<file path="src/rtl/pwm_phase_pkg.sv">
package pwm_phase_pkg;
  localparam int unsigned FRAME_W_DEF = 8;
  localparam int unsigned DIV_W_DEF   = 8;
  localparam logic [7:0]  RISE_DEF    = 8'h32;
  localparam logic [7:0]  FALL_DEF    = 8'h64;

  typedef enum logic [1:0] {
    EDGE_HOLD = 2'd0,
    EDGE_SET  = 2'd1,
    EDGE_CLR  = 2'd2
  } edge_act_t;
endpackage

</file>
<file path="src/rtl/pwm_tick_div.sv">
module pwm_tick_div #(
  parameter int unsigned DIV_W = 8
) (
  input  logic clk,
  input  logic rst,
  input  logic run_en,
  output logic tick
);
  logic [DIV_W-1:0] div_q;

  always_ff @(posedge clk) begin
    if (rst) div_q <= '0;
    else if (run_en) div_q <= div_q + 1'b1;
  end

  assign tick = run_en && (div_q == {DIV_W{1'b1}});
endmodule

</file>
<file path="src/rtl/pwm_frame_ctr.sv">
module pwm_frame_ctr #(
  parameter int unsigned CNT_W = 8
) (
  input  logic             clk,
  input  logic             rst,
  input  logic             tick,
  output logic [CNT_W-1:0] cnt_q,
  output logic [CNT_W-1:0] cnt_nxt,
  output logic             wrap
);
  assign cnt_nxt = cnt_q + 1'b1;
  assign wrap    = tick && (cnt_q == {CNT_W{1'b1}});

  always_ff @(posedge clk) begin
    if (rst) cnt_q <= '0;
    else if (tick) cnt_q <= cnt_nxt;
  end
endmodule

</file>
<file path="src/rtl/pwm_pos_shadow.sv">
module pwm_pos_shadow #(
  parameter int unsigned     CNT_W     = 8,
  parameter logic [CNT_W-1:0] RISE_INIT = 8'h32,
  parameter logic [CNT_W-1:0] FALL_INIT = 8'h64
) (
  input  logic             clk,
  input  logic             rst,
  input  logic             load,
  input  logic [CNT_W-1:0] rise_in,
  input  logic [CNT_W-1:0] fall_in,
  input  logic             wrap,
  output logic [CNT_W-1:0] rise_act,
  output logic [CNT_W-1:0] fall_act,
  output logic [CNT_W-1:0] rise_eff,
  output logic [CNT_W-1:0] fall_eff
);
  logic [CNT_W-1:0] rise_sh, fall_sh;

  always_ff @(posedge clk) begin
    if (rst) begin
      rise_sh <= RISE_INIT;
      fall_sh <= FALL_INIT;
    end else if (load) begin
      rise_sh <= rise_in;
      fall_sh <= fall_in;
    end
  end

  always_ff @(posedge clk) begin
    if (rst) begin
      rise_act <= RISE_INIT;
      fall_act <= FALL_INIT;
    end else if (wrap) begin
      rise_act <= rise_sh;
      fall_act <= fall_sh;
    end
  end

  // The compare at the wrap tick belongs to the frame that is starting.
  assign rise_eff = wrap ? rise_sh : rise_act;
  assign fall_eff = wrap ? fall_sh : fall_act;
endmodule

</file>
<file path="src/rtl/pwm_edge_gen.sv">
module pwm_edge_gen
  import pwm_phase_pkg::*;
#(
  parameter int unsigned CNT_W = 8
) (
  input  logic             clk,
  input  logic             rst,
  input  logic             tick,
  input  logic [CNT_W-1:0] cnt_nxt,
  input  logic [CNT_W-1:0] rise_eff,
  input  logic [CNT_W-1:0] fall_eff,
  output logic             pwm_q,
  output logic             sync_q
);
  edge_act_t act;

  always_comb begin
    act = EDGE_HOLD;
    if (tick) begin
      if (cnt_nxt == rise_eff)      act = EDGE_SET;
      else if (cnt_nxt == fall_eff) act = EDGE_CLR;
    end
  end

  always_ff @(posedge clk) begin
    if (rst) pwm_q <= 1'b0;
    else begin
      case (act)
        EDGE_SET: pwm_q <= 1'b1;
        EDGE_CLR: pwm_q <= 1'b0;
        default:  pwm_q <= pwm_q;
      endcase
    end
  end

  always_ff @(posedge clk) begin
    if (rst) sync_q <= 1'b0;
    else if (tick) sync_q <= (cnt_nxt == '0);
  end
endmodule

</file>
<file path="src/rtl/pwm_phase_gen.sv">
module pwm_phase_gen
  import pwm_phase_pkg::*;
#(
  parameter int unsigned      DIV_W     = DIV_W_DEF,
  parameter int unsigned      CNT_W     = FRAME_W_DEF,
  parameter logic [CNT_W-1:0] RISE_INIT = RISE_DEF,
  parameter logic [CNT_W-1:0] FALL_INIT = FALL_DEF
) (
  input  logic             clk,
  input  logic             rst,
  input  logic             run_en,
  input  logic             pos_load,
  input  logic [CNT_W-1:0] rise_pos,
  input  logic [CNT_W-1:0] fall_pos,
  output logic             pwm_out,
  output logic             frame_sync
);
  logic             tick;
  logic             wrap;
  logic [CNT_W-1:0] frame_cnt, cnt_nxt;
  logic [CNT_W-1:0] rise_act, fall_act, rise_eff, fall_eff;

  pwm_tick_div #(.DIV_W(DIV_W)) u_div (
    .clk(clk), .rst(rst), .run_en(run_en), .tick(tick)
  );

  pwm_frame_ctr #(.CNT_W(CNT_W)) u_ctr (
    .clk(clk), .rst(rst), .tick(tick),
    .cnt_q(frame_cnt), .cnt_nxt(cnt_nxt), .wrap(wrap)
  );

  pwm_pos_shadow #(.CNT_W(CNT_W), .RISE_INIT(RISE_INIT), .FALL_INIT(FALL_INIT)) u_pos (
    .clk(clk), .rst(rst), .load(pos_load),
    .rise_in(rise_pos), .fall_in(fall_pos), .wrap(wrap),
    .rise_act(rise_act), .fall_act(fall_act),
    .rise_eff(rise_eff), .fall_eff(fall_eff)
  );

  pwm_edge_gen #(.CNT_W(CNT_W)) u_edge (
    .clk(clk), .rst(rst), .tick(tick), .cnt_nxt(cnt_nxt),
    .rise_eff(rise_eff), .fall_eff(fall_eff),
    .pwm_q(pwm_out), .sync_q(frame_sync)
  );
endmodule

</file>
<file path="config.mk">
export PLATFORM = sky130hd
export DESIGN_NAME = pwm_phase_gen
export DESIGN_NICKNAME = d
export VERILOG_FILES = /design/src/rtl/pwm_phase_pkg.sv /design/src/rtl/pwm_tick_div.sv /design/src/rtl/pwm_frame_ctr.sv /design/src/rtl/pwm_pos_shadow.sv /design/src/rtl/pwm_edge_gen.sv /design/src/rtl/pwm_phase_gen.sv
export SDC_FILE = /design/constraint.sdc
export NUM_CORES = 1
export LEC_CHECK = 0
export BUFFER_PORTS_ARGS = -buffer_cell sky130_fd_sc_hd__buf_4
export CAP_MARGIN = 10
export CORE_MARGIN = 2
export CORE_UTILIZATION = 30
export DETAILED_ROUTE_END_ITERATION = 6
export PLACE_DENSITY = 0.45
export SYNTH_ARGS = -nofsm -noshare
export SYNTH_HDL_FRONTEND = slang
export SYNTH_SLANG_ARGS = --single-unit
</file>
<file path="constraint.sdc">
create_clock -name clk -period 6.5 [get_ports clk]
set_input_delay 1.625 -clock clk [delete_from_list [all_inputs] [get_ports clk]]
set_output_delay 1.625 -clock clk [all_outputs]
set_load 0.005 [all_outputs]
</file>
**Yosys cells after proc, flatten, opt, wreduce, memory -nomap -nowiden**

Index checks and enable logic that the tools add are counted.

- Add/subtract/negate cells: 2
- Eq/ne operators: 6
- Multiplexer cells: 6
- Reductions and logical operators: 4

Operator list:

| operator | number |
|---|---|
| 8-bit by 1-bit adder with 8-bit output, second input constant | 2 |
| 8-bit equality test | 2 |
| 8-bit equality test, second input constant | 2 |
| 8-bit two-way mux | 2 |
| 8-bit zero test | 1 |
| 2-bit two-way mux | 3 |
| 2-bit by 1-bit equality test with 1-bit output, second input constant | 1 |
| 2-bit equality test, second input constant | 1 |
| 1-bit logical AND | 2 |
| 1-bit case mux with 2 select lines | 1 |
| 2-bit nonzero test | 1 |

- Register bits after elaboration: 50
- Output and inout port bits: 2

**Depth between registers and ports, before layout**

Gate-level depths: netlist (run 1).

- Depth in word-level cells: 10
- Mapped depth: 14

**Cells and area by module**

Synthesis (run 1) repeated with hierarchy kept, for this count alone.

- Cells, all modules: 231
- Area, all modules: 2371.0 µm²

Modules (own cells, without submodules):

| module | seq. area each (µm²) | times used | cells an instance | area an instance (µm²) |
|---|---|---|---|---|
| pwm_pos_shadow | 640.6 | 1 | 103 | 1282.5 |
| pwm_frame_ctr | 160.2 | 1 | 54 | 447.9 |
| pwm_tick_div | 160.2 | 1 | 39 | 354.1 |
| pwm_edge_gen | 40.0 | 1 | 35 | 286.5 |

**Worst setup path after synthesis (run 1)**

No wires, ideal clock.

- Kind: input port to flip-flop
- From: input port run_en
- To: register u_edge.pwm_q
- Data arrival time: 3.633 ns
- Stages: 12
- Path buffers: 2
- Setup time: 0.128 ns
- Slack: 2.740 ns
- Path through: nand4_1 > or4b_1 > buf_6 > buf_12 > mux2i_4 > xnor2_1 > nand4_1 > nor2_1 > nand2_1 > ha_1 > a21oi_1 > nor2_1

- Word-level cells in the longest chain between the ends: 9
- Elaborated cells between the ends (all ways): 13
- Classes of those cells: eq/ne (4); mux (6); reduce/logical (3)

Ends and longest elaborated chain:

| what | line | source |
|---|---|---|
| start: declaration | pwm_phase_gen.sv:11 | `input logic run_en,` |
| 1-bit logical AND * | pwm_tick_div.sv:16 | `assign tick = run_en && (div_q == {DIV_W{1'b1}});` |
| 1-bit logical AND | pwm_frame_ctr.sv:12 | `assign wrap = tick && (cnt_q == {CNT_W{1'b1}});` |
| 8-bit two-way mux | pwm_pos_shadow.sv:41 | `assign fall_eff = wrap ? fall_sh : fall_act;` |
| 8-bit equality test | pwm_edge_gen.sv:21 | `else if (cnt_nxt == fall_eff) act = EDGE_CLR;` |
| 2-bit two-way mux | pwm_edge_gen.sv:21 |  |
| 2-bit two-way mux | pwm_edge_gen.sv:20 | `if (cnt_nxt == rise_eff) act = EDGE_SET;` |
| 2-bit two-way mux * | pwm_edge_gen.sv:19 | `if (tick) begin` |
| 2-bit equality test or 2-bit by 1-bit equality test with 1-bit output (tied branches) | pwm_edge_gen.sv:28 | `case (act)` |
| 1-bit case mux with 2 select lines or 2-bit nonzero test (tied branches) | - |  |
| end signal: assignment | pwm_edge_gen.sv:31 | `default: pwm_q <= pwm_q;` |
| end: declaration | pwm_edge_gen.sv:12 | `output logic pwm_q,` |

Every way passes the cells marked *; elsewhere a longest branch is shown, timed or not.
A chain may end at the register's enable or synchronous reset.

**Final worst setup path (run 1)**

Ends and elaborated chain as after synthesis.

==> PnR_summary.wiki, run 1 <==
{| class="wikitable"
! Metric !! Value
|-
| Result of the run || completed
|-
| Drt pass-1 iters || 4
|-
| Adder-cell share of the synthesized area || 0.0165
|-
| Final Hold Vio Count || 0
|-
| Count of yosys warnings during synthesis || 0
|-
| Post-synth EDFFs || 0
|-
| Area of the multi-input gates || 0.00120 mm2
|-
| Buffers on Ports || 21
|-
| Core box area || 0.00729 mm2
|-
| Leading cell types by total area after synthesis || sky130_fd_sc_hd__dfxtp_1 44%, sky130_fd_sc_hd__mux2i_1 11%, sky130_fd_sc_hd__xnor2_1 7.3%, sky130_fd_sc_hd__nor2_1 6.8%, sky130_fd_sc_hd__xor2_1 5.0%
|-
| Area fraction in compound gates after synthesis || 0.0496
|-
| Crit path max fanout || 16
|-
| Antenna-violating nets left || 0
|-
| Power density over the cells || 203 mW/mm2
|-
| Unrepaired setup endpoints after global routing || no
|-
| Sequential fraction of design power || 0.612
|-
| Horizontal die dimension || 91.0 um
|-
| Netlist cell types || 30
|-
| Data arrival time of the critical path || 4.36 ns
|-
| Synthesized instance count || 232
|-
| Count of placed standard cells including taps || 341
|-
| Global router's overall resource usage || 0.113
|-
| Initial Util || 0.311
|-
| Relative slew slack || 0.253
|-
| Clock tree from TritonCTS || built
|-
| Leading cell types by count after synthesis || 50 x sky130_fd_sc_hd__dfxtp_1, 41 x sky130_fd_sc_hd__nor2_1, 25 x sky130_fd_sc_hd__mux2i_1, 19 x sky130_fd_sc_hd__xnor2_1, 13 x sky130_fd_sc_hd__xor2_1
|-
| Final cycle utilization of the critical path || 0.643
|-
| CP endpoint kind || flip-flop
|-
| Fillcell total || 781
|-
| Share of async-settable or async-resettable flops after synthesis || 0
|-
| Total CTS buffers || 5
|-
| Pin count of the biggest net entering global routing || 51
|-
| Area Growth Syn to Fin || 13.0%
|-
| Clk slew on worst S/H paths || 0.09 ns
|-
| Antenna violations before repair || 0
|-
| Leakage component of the power || 1.06 nW
|-
| Tightest Pin Transition || 1.12 ns
|-
| Switching share of power || 0.227
|-
| Number of buffers inserted by post-CTS setup repair || 0
|-
| Number of max-cap violations || 0
|-
| Chip height || 91.0 um
|-
| Share of synthesized area spent on multiplexers || 0.140
|-
| Final cell utilization of the core || 0.352
|-
| Number of vias after detailed routing || 1,568
|-
| Main flop type after synthesis || sky130_fd_sc_hd__dfxtp_1
|-
| First-pass GRT wire length || 7440 um
|-
| Cell taking the most area after synthesis || sky130_fd_sc_hd__dfxtp_1
|-
| Diodes inserted || 0
|-
| Synthesized area per cell || 9.78 um2
|-
| Via density || 4.51
|-
| Power Internal || 0.403 mW
|-
| Fin Setup TNS || 0 ns
|-
| Instance area at placement || 0.00248 mm2
|-
| Worst IR drop on VDD || 77.3 uV
|-
| Core Rows || 31
|-
| Worst hold slack || 0.473 ns
|-
| Clock Path Buffers || 2
|-
| Class of the tightest hold or removal check || flip-flop to flip-flop
|-
| Share of the synthesized netlist area taken by xor and xnor gates || 0.123
|-
| Main combinational cell family by area after synthesis || simple AND/OR/NAND/NOR gates
|-
| DRC violation count after routing || 0
|-
| Final setup slack of the worst path || 2.32 ns
|-
| H-tree depth || 2
|-
| Final WL || 4330 um
|-
| Worst-skew pair later-pin latency || 0.30 ns
|-
| Startpoint kind of the worst setup timing path || primary input
|-
| Post-Synth Simple-Gate Area || 0.200
|-
| Required time of the critical path || 6.68 ns
|-
| Mapped Nets || 255
|-
| Clk root buf || sky130_fd_sc_hd__clkbuf_8
|-
| Placer Congestion || 0.747
|-
| Final clock skew || 0.00671 ns
|-
| Pwr Total || 0.521 mW
|-
| Most numerous cell in the Yosys netlist || sky130_fd_sc_hd__dfxtp_1
|-
| Path depth of the worst reg2reg path || 11
|-
| Maximum clock frequency || 0.239 GHz
|-
| Type of the worst setup path || primary input to flip-flop
|-
| Count of cells along the worst hold path || 2
|-
| Total area of sequential cells || 0.00100 mm2
|-
| Post-synthesis instance area || 0.00227 mm2
|-
| Top Ports || 22
|-
| Sequential-to-total area share from yosys stat || 0.441
|-
| Die footprint || 0.00828 mm2
|-
| Number of DRC markers after the initial detailed-route iteration || 62
|-
| NumNets Final || 272
|-
| Post-Layout Inst Area || 0.00256 mm2
|-
| Minimum clock period after layout || 4.18 ns
|-
| Detailed-placement wirelength estimate || 3060 um
|-
| Comb power frac || 0.057
|-
| Cts hold-fix bufs || 0
|-
| Clock Sink Count || 50
|-
| Total overflow reported by the global router || 0
|-
| Reported net switching power || 0.118 mW
|-
| Final max-slew violation count || 0
|-
| Post-detailed-route wirelength per cell || 12.4 um
|-
| Placement Setup Slack || 1.98 ns
|-
| Post-CTS sizing || 0
|-
| Number of global-route vias before repair || 1,503
|-
| # setup viols final || 0
|-
| Fraction of synthesized cell area taken by the top area cell type || 0.441
|-
| Flip-flop and latch count after synthesis || 50
|-
| Final Instance Count excl. Fillers || 348
|-
| Relative contribution of the clock network to total power || 0.331
|-
| Share of final-layout standard cells stronger than drive strength 1 || 0.141
|}
==> final cells by class <==
class                      count  share of cell area
clock inverter                 2             0.00390
timing repair buffer          21              0.0615
tap                           99              0.0483
sequential                    50               0.390
clock buffer                   5              0.0268
multi-input combinational    171               0.469
==> worst max-delay path, stage by stage <==
cell and delay (ns):
sky130_fd_sc_hd__buf_4 0.11, sky130_fd_sc_hd__nand4_1 0.12, sky130_fd_sc_hd__or4b_1 1.03, sky130_fd_sc_hd__mux2i_1 0.40, sky130_fd_sc_hd__xnor2_1 0.15, sky130_fd_sc_hd__nand4_1 0.13
sky130_fd_sc_hd__nor2_1 0.19, sky130_fd_sc_hd__nand2_1 0.08, sky130_fd_sc_hd__ha_1 0.31, sky130_fd_sc_hd__a21oi_1 0.14, sky130_fd_sc_hd__nor2_1 0.05
==> metal layers <==
metal,global-route usage,part of all wire,vias up,wire length (um)
li1,-,-,816,-
met1,0.152,0.48,728,2090
met2,0.173,0.47,17,2020
met3,0.0274,0.032,7,137
met4,0.0455,0.017,0,72
met5,0,0,-,0
==> path summary, 6_finish.rpt <==
kind,start,to,slack [ns]
max,run_en,u_edge.pwm_q$_SDFFE_PP0P_,2.32
min,u_edge.sync_q$_SDFFE_PP0P_,u_edge.sync_q$_SDFFE_PP0P_,0.47
max reg2reg,u_ctr.cnt_q[0]$_SDFFE_PP0P_,u_edge.pwm_q$_SDFFE_PP0P_,3.06
min reg2reg,u_edge.sync_q$_SDFFE_PP0P_,u_edge.sync_q$_SDFFE_PP0P_,0.47
==> cell usage in the layout, fill, tap and decap left out, types with 2 or more instances in the layout <==
master and n:
sky130_fd_sc_hd__dfxtp_1 50, sky130_fd_sc_hd__nor2b_1 6, sky130_fd_sc_hd__ha_1 3, sky130_fd_sc_hd__nor2_1 41, sky130_fd_sc_hd__or3_1 4, sky130_fd_sc_hd__o21ai_0 4
sky130_fd_sc_hd__a21oi_1 8, sky130_fd_sc_hd__mux2i_4 3, sky130_fd_sc_hd__nand3_1 2, sky130_fd_sc_hd__xnor2_1 19, sky130_fd_sc_hd__nand2_1 11, sky130_fd_sc_hd__xor2_1 13
sky130_fd_sc_hd__nand4_1 8, sky130_fd_sc_hd__and3_1 3, sky130_fd_sc_hd__buf_4 21, sky130_fd_sc_hd__a211o_1 6, sky130_fd_sc_hd__clkbuf_8 5, sky130_fd_sc_hd__nand2b_1 6
sky130_fd_sc_hd__clkinv_2 2, sky130_fd_sc_hd__mux2i_1 25, sky130_fd_sc_hd__nand4_2 2
==> cell families after synthesis <==
kind of cell / count (synthesis)
xor+xnor: 32
simple gates: 90
mux: 28
flops: 50
fa+ha+maj: 3
buf+inv: 11
compound gates: 18
==> registers in the layout (all words and copies together) (netlist names) <==
register / flops
u_edge.pwm_q: 1
u_pos.fall_act: 8
u_div.div_q: 8
u_pos.rise_act: 8
u_pos.fall_sh: 8
u_edge.sync_q: 1
u_pos.rise_sh: 8
u_ctr.cnt_q: 8
==> power by group through the flow <==
stage | combinational, mW | sequential [mW] | clock (mW)
4_1_cts | 0.0305 | 0.319 | 0.182
5_1_grt | 0.0334 | 0.320 | 0.195
3_3_place_gp | 0.0301 | 0.327 | 0
6_report | 0.0297 | 0.319 | 0.172
2_1_floorplan | 0.0185 | 0.325 | 0
3_5_place_dp | 0.0305 | 0.326 | 0
(Power assumes the default switching activity.)
==> run 2, diff against run 1 <==
ABC_AREA = 1   (was unset)
PLACE_DENSITY = 0.46   (was 0.45)
clock period = 3.57 ns   (was 6.5 ns; I/O delays follow)
==> run 2 against run 1 <==
Net effect: synthesized cell count increased by 55%; utilization decreased by 0.31 points; worst setup slack got worse by 1.5 ns; critical endpoint unchanged.
==> PnR_summary.wiki, run 2 <==
{| class="wikitable"
! Metric !! Value
|-
| Result of the run || completed
|-
| Number of buffers inserted by post-CTS setup repair || 0
|-
| Power density over the cells || 374 mW/mm2
|-
| Cts hold-fix bufs || 0
|-
| Unrepaired setup endpoints after global routing || no
|-
| H-tree depth || 2
|-
| Post-synth EDFFs || 0
|-
| Main combinational cell family by area after synthesis || simple AND/OR/NAND/NOR gates
|-
| Origin of the critical flop-to-flop path || u_ctr.cnt_q[0]$_SDFFE_PP0P_
|-
| Count of cells along the worst hold path || 2
|-
| Area Growth Syn to Fin || 14.2%
|-
| Share of the synthesized netlist area taken by xor and xnor gates || 0.0142
|-
| Main flop type after synthesis || sky130_fd_sc_hd__dfxtp_1
|-
| Clk root buf || sky130_fd_sc_hd__clkbuf_8
|-
| Global router's overall resource usage || 0.140
|-
| Minimum clock period after layout || 2.72 ns
|-
| Chip height || 94.7 um
|-
| Most frequent standard cell in the layout excluding fill and tap cells || sky130_fd_sc_hd__nand2_1
|-
| Via density || 4.40
|-
| Placer Congestion || 0.812
|-
| Type of the worst setup path || primary input to flip-flop
|-
| Share of final-layout standard cells stronger than drive strength 1 || 0.142
|-
| Number of DRC markers after the initial detailed-route iteration || 114
|-
| Final clock skew || 0.00707 ns
|-
| Data arrival time of the critical path || 2.93 ns
|-
| Final WL || 5800 um
|-
| Fillcell total || 935
|-
| Maximum clock frequency || 0.367 GHz
|-
| Instance area at placement || 0.00271 mm2
|-
| Core Rows || 33
|-
| DRC violation count after routing || 0
|-
| Adder-cell share of the synthesized area || 0.0152
|-
| Clock tree from TritonCTS || built
|-
| Count of placed standard cells including taps || 476
|-
| Number of vias after detailed routing || 2,129
|-
| Clock Sink Count || 50
|-
| Number of global-route vias before repair || 2,008
|-
| Relative slew slack || 0.380
|-
| Clk slew on worst S/H paths || 0.10 ns
|-
| Total CTS buffers || 5
|-
| Pwr Total || 1.06 mW
|-
| Cell taking the most area after synthesis || sky130_fd_sc_hd__dfxtp_1
|-
| Clock Path Buffers || 2
|-
| Total overflow reported by the global router || 0
|-
| Area of the multi-input gates || 0.00122 mm2
|-
| End of the worst register-to-register path || u_edge.pwm_q$_SDFFE_PP0P_
|-
| Required time of the critical path || 3.77 ns
|-
| Post-Layout Inst Area || 0.00282 mm2
|-
| NumNets Final || 401
|-
| Beginning of the worst hold path || u_pos.rise_sh[0]$_SDFFE_PP0P_
|-
| Fraction of synthesized cell area taken by the top area cell type || 0.405
|-
| Startpoint kind of the worst setup timing path || primary input
|-
| Synthesized instance count || 360
|-
| Netlist cell types || 28
|-
| Drt pass-1 iters || 4
|-
| Buffers on Ports || 21
|-
| CP endpoint kind || flip-flop
|-
| Worst-skew pair later-pin latency || 0.31 ns
|-
| Horizontal die dimension || 94.7 um
|-
| Reg2reg setup slack || 0.93 ns
|-
| Leading cell types by count after synthesis || 92 x sky130_fd_sc_hd__nand2_1, 50 x sky130_fd_sc_hd__dfxtp_1, 45 x sky130_fd_sc_hd__inv_1, 37 x sky130_fd_sc_hd__nor2_1, 29 x sky130_fd_sc_hd__a21oi_1
|-
| Class of the tightest hold or removal check || flip-flop to flip-flop
|-
| Share of synthesized area spent on multiplexers || 0
|-
| Pin count of the biggest net entering global routing || 31
|-
| Initial Util || 0.305
|-
| Timing startpoint of the critical path || run_en
|-
| Antenna-violating nets left || 0
|-
| Final Hold Vio Count || 0
|-
| Diodes inserted || 0
|-
| Detailed-placement wirelength estimate || 4280 um
|-
| Final max-slew violation count || 0
|-
| Flip-flop and latch count after synthesis || 50
|-
| Leading cell types by total area after synthesis || sky130_fd_sc_hd__dfxtp_1 41%, sky130_fd_sc_hd__nand2_1 14%, sky130_fd_sc_hd__inv_1 6.8%, sky130_fd_sc_hd__a21oi_1 5.9%, sky130_fd_sc_hd__o21ai_0 5.7%
|-
| Sequential-to-total area share from yosys stat || 0.405
|-
| First-pass GRT wire length || 9800 um
|-
| Antenna violations before repair || 0
|-
| Capture point of the critical path || u_edge.pwm_q$_SDFFE_PP0P_
|-
| Most frequent cells in the layout || 92 x sky130_fd_sc_hd__nand2_1, 50 x sky130_fd_sc_hd__dfxtp_1, 45 x sky130_fd_sc_hd__inv_1
|-
| Final cycle utilization of the critical path || 0.763
|-
| Path depth of the worst reg2reg path || 15
|-
| Post-detailed-route wirelength per cell || 12.0 um
|-
| Synthesized area per cell || 6.86 um2
|-
| Count of yosys warnings during synthesis || 0
|-
| Mapped Nets || 383
|-
| Number of max-cap violations || 0
|-
| Fin Setup TNS || 0 ns
|-
| Tightest Pin Transition || 0.928 ns
|-
| Final Instance Count excl. Fillers || 484
|-
| Post-CTS sizing || 0
|-
| Die footprint || 0.00897 mm2
|-
| Post-synthesis instance area || 0.00247 mm2
|-
| Post-Synth Simple-Gate Area || 0.323
|-
| Most numerous cell in the Yosys netlist || sky130_fd_sc_hd__nand2_1
|-
| # setup viols final || 0
|-
| Core box area || 0.00809 mm2
|-
| Total area of sequential cells || 0.00100 mm2
|-
| Top Ports || 22
|-
| Worst IR drop on VDD || 154 uV
|-
| Crit path max fanout || 24
|-
| Leakage component of the power || 1.27 nW
|-
| Share of async-settable or async-resettable flops after synthesis || 0
|-
| Area fraction in compound gates after synthesis || 0.143
|-
| Final cell utilization of the core || 0.348
|}
run 2: cells by family after synthesis:
kind of cell	Yosys count
AND/OR/NAND/NOR	178
AO/OA/AOI/OAI	66
buffers and inverters	59
flip-flops	50
XOR/XNOR	4
adder cells (fa/ha/maj)	3
run 2: worst min path at each step:
stage | end | slack (ns)
after CTS | u_pos.rise_sh[0]$_SDFFE_PP0P_ | 0.47
after floorplan | u_pos.fall_sh[2]$_SDFFE_PP1P_ | 0.43
after global routing | u_pos.rise_sh[0]$_SDFFE_PP0P_ | 0.48
after global placement | u_pos.rise_sh[0]$_SDFFE_PP0P_ | 0.45
after detailed placement | u_pos.rise_sh[0]$_SDFFE_PP0P_ | 0.45
final | u_pos.rise_sh[0]$_SDFFE_PP0P_ | 0.46
run 2: where the power goes:
group / switching, mW / internal (mW)
Sequential: 0.00784 / 0.572
Clock: 0.210 / 0.209
Combinational: 0.0323 / 0.0246
Total: 0.250 / 0.806
run 2: metrics by stage:
stage	hold slack [ns]	setup slack, ns
floorplan	0.430	1.00
global placement	0.446	0.516
detailed placement	0.451	0.498
CTS	0.466	0.833
global route	0.483	0.552
finish	0.461	0.847
run 2: final cells by class:
cell class                      instances  share of cell area
Sequential cell                        50               0.355
Clock inverter                          3              0.0160
Clock buffer                            5              0.0244
Tap cell                              105              0.0466
Multi-Input combinational cell        251               0.434
Inverter                               47              0.0626
Timing Repair Buffer                   23              0.0612
run 2: worst max-delay path: stages:
cell and delay (ns):
sky130_fd_sc_hd__buf_4 0.11, sky130_fd_sc_hd__inv_2 0.04, sky130_fd_sc_hd__nor2_2 0.10, sky130_fd_sc_hd__nand2_2 0.11
sky130_fd_sc_hd__nor2_8 0.23, sky130_fd_sc_hd__nand2_4 0.24, sky130_fd_sc_hd__nand2_1 0.15, sky130_fd_sc_hd__nand2_1 0.07
sky130_fd_sc_hd__nand2_1 0.06, sky130_fd_sc_hd__nand2_1 0.04, sky130_fd_sc_hd__nor2_1 0.14, sky130_fd_sc_hd__nand2_1 0.08
sky130_fd_sc_hd__nor2_2 0.09, sky130_fd_sc_hd__nand2_1 0.06, sky130_fd_sc_hd__ha_1 0.31, sky130_fd_sc_hd__a21oi_1 0.14
sky130_fd_sc_hd__nor2_1 0.05
run 2: layer usage:
metal  track usage  part of all wire  vias up
met5             0                 0        -
li1              -                 -     1178
met1         0.200              0.53      921
met4        0.0362             0.011        0
met3        0.0215             0.024        6
met2         0.221              0.43       24
